### config.mk
export PLATFORM = sky130hd
export DESIGN_NAME = apc_cmp_scheduler
export DESIGN_NICKNAME = d
export VERILOG_FILES = /design/src/rtl/apc_sched_pkg.sv /design/src/rtl/apc_sample_timer.sv /design/src/rtl/apc_burst_qual.sv /design/src/rtl/apc_slot_alarms.sv /design/src/rtl/apc_bias_integ.sv /design/src/rtl/apc_cmp_scheduler.sv
export SDC_FILE = /design/constraint.sdc
export NUM_CORES = 1
export LEC_CHECK = 0
export BUFFER_PORTS_ARGS = -buffer_cell sky130_fd_sc_hd__buf_2
export CAP_MARGIN = 10
export CORE_ASPECT_RATIO = 0.75
export CORE_MARGIN = 5
export CORE_UTILIZATION = 59
export DETAILED_ROUTE_END_ITERATION = 8
export PLACE_DENSITY = 0.82
export SETUP_SLACK_MARGIN = 0.05
export SLEW_MARGIN = 20
export SYNTH_ARGS = -nofsm -noshare
export SYNTH_HDL_FRONTEND = slang
export SYNTH_SLANG_ARGS = --single-unit
### constraint.sdc
create_clock -name clk -period 6.88 [get_ports clk]
set_clock_uncertainty 0.15 [all_clocks]
set_input_delay 1.032 -clock clk [delete_from_list [all_inputs] [get_ports clk]]
set_output_delay 1.032 -clock clk [all_outputs]
set_load 0.1 [all_outputs]
### src/rtl/apc_sched_pkg.sv
package apc_sched_pkg;

  typedef enum logic [1:0] {
    REF_SETPT   = 2'd0,
    REF_TXP_HI  = 2'd1,
    REF_TXP_LO  = 2'd2,
    REF_BIAS_HI = 2'd3
  } ref_sel_e;

  localparam int RATE_CODES = 10;
  localparam int APC_SLOTS  = 6;
  localparam int TXP_SLOT   = 6;
  localparam int CYCLE_LEN  = 8;

  function automatic int first_ns(input int code);
    case (code)
      0: return 350;
      1: return 550;
      2: return 750;
      3: return 950;
      4: return 1350;
      5: return 1550;
      6: return 1750;
      7: return 2150;
      8: return 2950;
      default: return 3150;
    endcase
  endfunction

  function automatic int rep_ns(input int code);
    case (code)
      0: return 800;
      1: return 1200;
      2: return 1600;
      3: return 2000;
      4: return 2800;
      5: return 3200;
      6: return 3600;
      7: return 4400;
      8: return 6000;
      default: return 6400;
    endcase
  endfunction

  function automatic int ns_to_cyc(input int ns, input int clk_ns);
    return (ns + clk_ns - 1) / clk_ns;
  endfunction

endpackage

### src/rtl/apc_sample_timer.sv
module apc_sample_timer
  import apc_sched_pkg::*;
#(
  parameter int CLK_NS = 50,
  parameter int CODE_W = 4
) (
  input  logic              clk,
  input  logic              rst,
  input  logic              ben,
  input  logic [CODE_W-1:0] rate_code,
  output logic              burst_rise,
  output logic              burst_fall,
  output logic              sample_tick
);
  localparam int MAX_CYC = ns_to_cyc(rep_ns(RATE_CODES - 1), CLK_NS);
  localparam int CNT_W   = $clog2(MAX_CYC + 1);
  localparam int IDX_W   = $clog2(RATE_CODES);

  logic [CNT_W-1:0] first_tab [RATE_CODES];
  logic [CNT_W-1:0] rep_tab   [RATE_CODES];
  logic [IDX_W-1:0] idx;
  logic [CNT_W-1:0] cnt;
  logic             ben_q;
  logic             active;

  for (genvar g = 0; g < RATE_CODES; g++) begin : g_rate
    assign first_tab[g] = CNT_W'(ns_to_cyc(first_ns(g), CLK_NS) - 1);
    assign rep_tab[g]   = CNT_W'(ns_to_cyc(rep_ns(g), CLK_NS) - 1);
  end

  always_comb begin
    if (int'(rate_code) >= RATE_CODES) idx = IDX_W'(RATE_CODES - 1);
    else                               idx = IDX_W'(rate_code);
  end

  assign burst_rise  = ben & ~ben_q;
  assign burst_fall  = ~ben & ben_q;
  assign sample_tick = active & ben & (cnt == '0);

  always_ff @(posedge clk) begin
    if (rst) begin
      ben_q  <= 1'b0;
      active <= 1'b0;
      cnt    <= '0;
    end else begin
      ben_q <= ben;
      if (burst_rise) begin
        active <= 1'b1;
        cnt    <= first_tab[idx];
      end else if (!ben) begin
        active <= 1'b0;
      end else if (active) begin
        if (cnt == '0) cnt <= rep_tab[idx];
        else           cnt <= cnt - 1'b1;
      end
    end
  end

  // a sample never follows directly on the enable edge
  p_no_early_sample_r1: assert property (@(posedge clk) disable iff (rst)
    burst_rise |=> !sample_tick);

  // a dropped enable leaves no pending sample for the next cycle
  p_abort_on_fall_r2: assert property (@(posedge clk) disable iff (rst)
    burst_fall |=> !sample_tick);

endmodule

### src/rtl/apc_burst_qual.sv
module apc_burst_qual #(
  parameter int SHORT_LIMIT = 32
) (
  input  logic clk,
  input  logic rst,
  input  logic burst_rise,
  input  logic burst_fall,
  input  logic sample_tick,
  output logic suspended
);
  localparam int SC_W = $clog2(SHORT_LIMIT + 1);

  logic [SC_W-1:0] short_cnt;
  logic            seen;

  always_ff @(posedge clk) begin
    if (rst) begin
      short_cnt <= '0;
      suspended <= 1'b0;
      seen      <= 1'b0;
    end else begin
      if (burst_rise)       seen <= 1'b0;
      else if (sample_tick) seen <= 1'b1;

      if (sample_tick) begin
        short_cnt <= '0;
        suspended <= 1'b0;
      end else if (burst_fall && !seen) begin
        if (short_cnt != SC_W'(SHORT_LIMIT)) short_cnt <= short_cnt + 1'b1;
        if (short_cnt == SC_W'(SHORT_LIMIT - 1)) suspended <= 1'b1;
      end
    end
  end

  // suspension only exists with a full run of short bursts recorded
  p_suspend_needs_run_r7: assert property (@(posedge clk) disable iff (rst)
    suspended |-> (short_cnt == SC_W'(SHORT_LIMIT)));

  // any sample lifts the suspension
  p_sample_resumes_r7: assert property (@(posedge clk) disable iff (rst)
    sample_tick |=> !suspended);

endmodule

### src/rtl/apc_slot_alarms.sv
module apc_slot_alarms
  import apc_sched_pkg::*;
(
  input  logic     clk,
  input  logic     rst,
  input  logic     ben,
  input  logic     burst_rise,
  input  logic     sample_tick,
  input  logic     cmp_in,
  output ref_sel_e ref_sel,
  output logic     apc_tick,
  output logic     txp_hi,
  output logic     txp_lo,
  output logic     bias_hi
);
  localparam int SLOT_W = $clog2(CYCLE_LEN);

  logic [SLOT_W-1:0] slot;
  logic              last_above;

  always_comb begin
    if (int'(slot) < APC_SLOTS)      ref_sel = REF_SETPT;
    else if (int'(slot) == TXP_SLOT) ref_sel = last_above ? REF_TXP_HI : REF_TXP_LO;
    else                             ref_sel = REF_BIAS_HI;
  end

  assign apc_tick = sample_tick && (ref_sel == REF_SETPT);

  always_ff @(posedge clk) begin
    if (rst) begin
      slot       <= '0;
      last_above <= 1'b0;
      txp_hi     <= 1'b0;
      txp_lo     <= 1'b0;
      bias_hi    <= 1'b0;
    end else begin
      if (burst_rise) slot <= '0;
      else if (sample_tick) begin
        if (int'(slot) == CYCLE_LEN - 1) slot <= '0;
        else                             slot <= slot + 1'b1;
      end
      if (sample_tick) begin
        case (ref_sel)
          REF_SETPT:   last_above <= cmp_in;
          REF_TXP_HI:  txp_hi     <= cmp_in;
          REF_TXP_LO:  txp_lo     <= ~cmp_in;
          REF_BIAS_HI: bias_hi    <= cmp_in;
          default:     ;
        endcase
      end
    end
  end

  // power alarms frozen while the enable is low
  p_txp_idle_hold_r5: assert property (@(posedge clk) disable iff (rst)
    !ben |=> $stable({txp_hi, txp_lo}));

  // bias alarm moves only on its own slot
  p_bias_alarm_slot_r6: assert property (@(posedge clk) disable iff (rst)
    !(sample_tick && ref_sel == REF_BIAS_HI) |=> $stable(bias_hi));

endmodule

### src/rtl/apc_bias_integ.sv
module apc_bias_integ #(
  parameter int DAC_W = 13,
  parameter int LUT_W = 8
) (
  input  logic             clk,
  input  logic             rst,
  input  logic             open_loop,
  input  logic             lut_msb_align,
  input  logic [LUT_W-1:0] lut_bias,
  input  logic [DAC_W-1:0] max_bias,
  input  logic             apc_tick,
  input  logic             cmp_in,
  input  logic             suspended,
  output logic [DAC_W-1:0] bias_code,
  output logic             bias_max_flag
);
  localparam int SHIFT_HI = DAC_W - LUT_W;
  localparam int SHIFT_LO = SHIFT_HI - 1;

  logic [DAC_W-1:0] lut_ext;
  logic [DAC_W-1:0] lut_shifted;
  logic [DAC_W-1:0] bias_next;
  logic             init_pend;

  assign lut_ext     = DAC_W'(lut_bias);
  assign lut_shifted = lut_msb_align ? (lut_ext << SHIFT_HI) : (lut_ext << SHIFT_LO);

  always_comb begin
    bias_next = bias_code;
    if (open_loop) begin
      bias_next = (lut_shifted > max_bias) ? max_bias : lut_shifted;
    end else if (apc_tick) begin
      if (cmp_in) bias_next = (bias_code == '0) ? '0 : bias_code - 1'b1;
      else        bias_next = (bias_code >= max_bias) ? max_bias : bias_code + 1'b1;
    end else if ((init_pend || suspended) && (lut_shifted <= max_bias)) begin
      bias_next = lut_shifted;
    end
    if (bias_next > max_bias) bias_next = max_bias;
  end

  always_ff @(posedge clk) begin
    if (rst) begin
      bias_code     <= '0;
      bias_max_flag <= 1'b0;
      init_pend     <= 1'b1;
    end else begin
      bias_code     <= bias_next;
      bias_max_flag <= (bias_next == max_bias);
      init_pend     <= 1'b0;
    end
  end

  // ceiling honoured one cycle after any limit value
  p_bias_ceiling_r8: assert property (@(posedge clk) disable iff (rst)
    !rst |=> bias_code <= $past(max_bias));

  // a closed-loop APC sample below the ceiling moves by one LSB
  p_single_lsb_r4: assert property (@(posedge clk) disable iff (rst)
    (apc_tick && !open_loop && bias_code < max_bias) |=>
      (bias_code == $past(bias_code) + 1'b1) ||
      (bias_code + 1'b1 == $past(bias_code)) ||
      (bias_code == '0 && $past(bias_code) == '0));

  // an oversize recall while suspended leaves the code alone
  p_skip_recall_r9: assert property (@(posedge clk) disable iff (rst)
    (!open_loop && !apc_tick && suspended && lut_shifted > max_bias &&
     bias_code <= max_bias) |=> $stable(bias_code));

endmodule

### src/rtl/apc_cmp_scheduler.sv
module apc_cmp_scheduler
  import apc_sched_pkg::*;
#(
  parameter int CLK_NS      = 50,
  parameter int CODE_W      = 4,
  parameter int DAC_W       = 13,
  parameter int LUT_W       = 8,
  parameter int SHORT_LIMIT = 32
) (
  input  logic              clk,
  input  logic              rst,
  input  logic              ben,
  input  logic [CODE_W-1:0] rate_code,
  input  logic              cmp_in,
  input  logic              open_loop,
  input  logic              lut_msb_align,
  input  logic [LUT_W-1:0]  lut_bias,
  input  logic [DAC_W-1:0]  max_bias,
  output logic [DAC_W-1:0]  bias_code,
  output logic [1:0]        ref_sel,
  output logic              txp_hi_alarm,
  output logic              txp_lo_alarm,
  output logic              bias_hi_alarm,
  output logic              bias_max_flag
);
  logic     burst_rise;
  logic     burst_fall;
  logic     sample_tick;
  logic     suspended;
  logic     apc_tick;
  ref_sel_e ref_sel_w;

  apc_sample_timer #(.CLK_NS(CLK_NS), .CODE_W(CODE_W)) timer_i (
    .clk         (clk),
    .rst         (rst),
    .ben         (ben),
    .rate_code   (rate_code),
    .burst_rise  (burst_rise),
    .burst_fall  (burst_fall),
    .sample_tick (sample_tick)
  );

  apc_burst_qual #(.SHORT_LIMIT(SHORT_LIMIT)) qual_i (
    .clk         (clk),
    .rst         (rst),
    .burst_rise  (burst_rise),
    .burst_fall  (burst_fall),
    .sample_tick (sample_tick),
    .suspended   (suspended)
  );

  apc_slot_alarms slots_i (
    .clk         (clk),
    .rst         (rst),
    .ben         (ben),
    .burst_rise  (burst_rise),
    .sample_tick (sample_tick),
    .cmp_in      (cmp_in),
    .ref_sel     (ref_sel_w),
    .apc_tick    (apc_tick),
    .txp_hi      (txp_hi_alarm),
    .txp_lo      (txp_lo_alarm),
    .bias_hi     (bias_hi_alarm)
  );

  apc_bias_integ #(.DAC_W(DAC_W), .LUT_W(LUT_W)) integ_i (
    .clk           (clk),
    .rst           (rst),
    .open_loop     (open_loop),
    .lut_msb_align (lut_msb_align),
    .lut_bias      (lut_bias),
    .max_bias      (max_bias),
    .apc_tick      (apc_tick),
    .cmp_in        (cmp_in),
    .suspended     (suspended),
    .bias_code     (bias_code),
    .bias_max_flag (bias_max_flag)
  );

  assign ref_sel = ref_sel_w;

endmodule

==> impl_metrics.tcl <==
set metrics [dict create \
    powerDensity_mw_per_mm2 215 \
    synth_area_leader_cell "dfxtp_1" \
    endpoint_kind "flop" \
    dp_hpwl_mm 11.0 \
    regToRegEndpoint "integ_i.bias_code[6]" \
    dieWidth_um 109 \
    numCtsBuffers 5 \
    coreArea_mm2 0.00730 \
    synth_area_per_cell_um2 7.42 \
    outcome "finished clean" \
    clock-root-buffer "clkbuf_8" \
    hold_buffers 0 \
    clock_power_share 0.157 \
    hold_viol_final 0 \
    io_buffers 49 \
    worst_ep_arrival_time_ns 6.08 \
    die_area_mm2 0.00926 \
    hold_class "reg -> reg" \
    finalMaxSlewViolations 0 \
    ys_ff_latch 40 \
    gp_congestion 1.02 \
    yosys_warnings 0 \
    first_pass_iters 6 \
    htree_levels 2 \
    fin_ws_ns 0.817 \
    post_cts_buffers 0 \
    synth-seq-area-share 0.183 \
    cp.required_ns 6.89 \
    synth_top_area_frac 0.183 \
    drt_iter0_drc 453 \
    grt_util_all_layers 0.312 \
    synth_commonest_cells "nor2_1, a21oi_1, ha_1" \
    p_switching_w 0.000513 \
    power_leakage_nw 2.11 \
    overflow 0 \
    areaGrowthSynthToFinish_pct 8.15 \
    ctsResizeCount 0 \
    power.share.switching 0.504 \
    placementRows 27 \
    syn_nets 667 \
    clk_latency_ns 0.30 \
    power_w 0.00102 \
    n_antenna_cell 0 \
    crit_start "max_bias[6]" \
    grt_pass1_vias 4267 \
    synth-xor-area-share 0.0480 \
    final_layout_size_suffix_gt1_frac 0.147 \
    grt_pass1_wl_mm 22.7 \
    p_int_w 0.000504 \
    worstHoldPathCells 2 \
    critPathLaunchType "input port" \
    synth_compound_area_frac 0.241 \
    critPathMaxFanout 25 \
    whs_endpoint "qual_i.seen" \
    pre_cts_ws_ns 0.645 \
    via_per_inst 6.59 \
    fillers 683 \
    drc_errors 0 \
    fin_crit_ns 6.06 \
    clock.fmax_ghz 0.165 \
    syn_area_mm2 0.00438 \
    cts_buffer_depth 2 \
    synthMuxAreaShare 0.0823 \
    reg2reg_depth 21 \
    critical_path_class "in -> reg" \
    dominantRegCellSynth "dfxtp_1" \
    grt_max_degree 34 \
    synth_area_leaders "dfxtp_1, ha_1, nor2_1" \
    die_h_um 84.6 \
    antenna_found_initial 0 \
    synth_top_family_by_area "simple AND/OR/NAND/NOR gates" \
    final_util 0.649 \
    max-cap-violations 0 \
    slew_headroom 0.391 \
    grt_setup_unrepaired "no" \
    synth.most_common_cell "nor2_1" \
    setup_viol 0 \
    p_seq_frac 0.302 \
    ir_drop_v 0.000117 \
    worst_pin_slew_ns 0.914 \
    synthSimpleGateAreaFrac 0.259 \
    final_nets 696 \
    period_share 0.881 \
    wl_mm 14.3 \
    hp-start "qual_i.seen" \
    routedWlPerCell_um 19.8 \
    initial_core_util 0.600 \
    cts_tree "done" \
    synthCells 590 \
    synth_fa_ha_area_frac 0.132 \
    synth-edff-count 0 \
    cts.reportedPaths.clkPinSlew_ns 0.08 \
    yosysUniqueCellTypes 66 \
    clock-sinks 40 \
    ant_nets 0 \
    power_frac_comb 0.541 \
    num_vias 4750 \
    io_pins 50 \
    synthArstFlopShare 0 \
    rr_startpoint "integ_i.bias_code[0]" \
    r2r_slack_ns 1.32 \
    setup_tns_ns 0 \
]
## critical path, cell delays in order
cell and delay (ns):
buf_2 0.11, inv_1 0.28, ha_1 0.32, a21o_1 0.19
a221o_1 0.32, a21oi_1 0.25, o21a_1 0.78, mux2i_1 0.16
a211oi_1 0.50, nor2_1 0.09, a31oi_1 0.23, ha_1 0.28
nand3_1 0.13, o21bai_1 0.12, a21oi_1 0.09, o311ai_0 0.33
a21oi_1 0.20, o41ai_2 0.09, buf_4 0.33, nor2_1 0.07
a21oi_1 0.13, nor2_1 0.06
## logic make-up (layout without fill, tap and decap cells)
logic type,count (synthesis),in the layout
flops,40,40
buf+inv,59,89
fa+ha+maj,46,46
simple gates,229,229
compound gates,158,158
mux,34,34
xor+xnor,24,24
## placed cells by master (no fill, tap or decap), types with 4 or more instances in the layout
cell type and n:
a221o_1 4, o21ai_0 32, nor3_1 14, inv_1 29, nand3_1 22, or4_1 5, clkbuf_8 5, ha_1 46
nor2b_1 5, a211oi_1 7, dfxtp_1 40, a311oi_1 4, mux2i_1 18, o211ai_1 4, nand2_1 43, mux2_2 16
buf_2 49, a31oi_1 5, o21a_1 5, xor2_1 9, nand4_1 8, nand2b_1 5, and3_1 4, a21oi_1 48
and2_1 4, and4_1 8, xnor2_1 15, nor2_1 87, nor4_1 8, a21o_1 10
## per-stage QoR
step | std cells | hold WS (ns) | cell area [um^2]
floorplan | 590 | 0.293 | 4380
global placement | 713 | 0.309 | 4650
detailed placement | 713 | 0.327 | 4650
CTS | 721 | 0.344 | 4730
global route | 721 | 0.379 | 4730
finish | 721 | 0.341 | 4730
## how the worst max path moves through the flow
stage                            to
4_1_cts        integ_i.bias_code[3]
6_report       integ_i.bias_code[6]
3_3_place_gp   integ_i.bias_code[2]
2_1_floorplan  integ_i.bias_code[5]
5_1_grt        integ_i.bias_code[3]
3_5_place_dp   integ_i.bias_code[6]
## routing by layer
| layer | global-route usage | up-vias | part of all wire |
|---|---|---|---|
| met5 | 0 | - | 0 |
| met1 | 0.473 | 2212 | 0.45 |
| li1 | - | 2226 | - |
| met3 | 0.103 | 23 | 0.13 |
| met2 | 0.423 | 289 | 0.40 |
| met4 | 0.0657 | 0 | 0.018 |
## power by group through the flow
| stage | clock [W] | sequential (W) | combinational (W) |
|---|---|---|---|
| floorplan | 0 | 0.000382 | 0.000339 |
| finish | 0.000160 | 0.000307 | 0.000550 |
| global placement | 0 | 0.000307 | 0.000523 |
| detailed placement | 0 | 0.000308 | 0.000536 |
| CTS | 0.000161 | 0.000303 | 0.000539 |
| global route | 0.000173 | 0.000309 | 0.000597 |
## registers in the layout, indices dropped and copies added, names as in the netlist
register,cells
timer_i.cnt,8
integ_i.bias_max_flag,1
slots_i.txp_hi,1
slots_i.bias_hi,1
timer_i.active,1
slots_i.txp_lo,1
qual_i.suspended,1
timer_i.ben_q,1
integ_i.bias_code,13
slots_i.last_above,1
qual_i.seen,1
slots_i.slot,3
qual_i.short_cnt,6
integ_i.init_pend,1
## area by class of cell
type / count / area (um^2) / share of cell area
Sequential cell: 40 / 801 / 0.169
Multi-Input combinational cell: 491 / 3340 / 0.706
Tap cell: 101 / 126 / 0.0267
Clock buffer: 5 / 68.8 / 0.0145
Timing Repair Buffer: 52 / 268 / 0.0566
Clock inverter: 3 / 18.8 / 0.00397
Inverter: 29 / 109 / 0.0230
(Power assumes the default switching activity.)
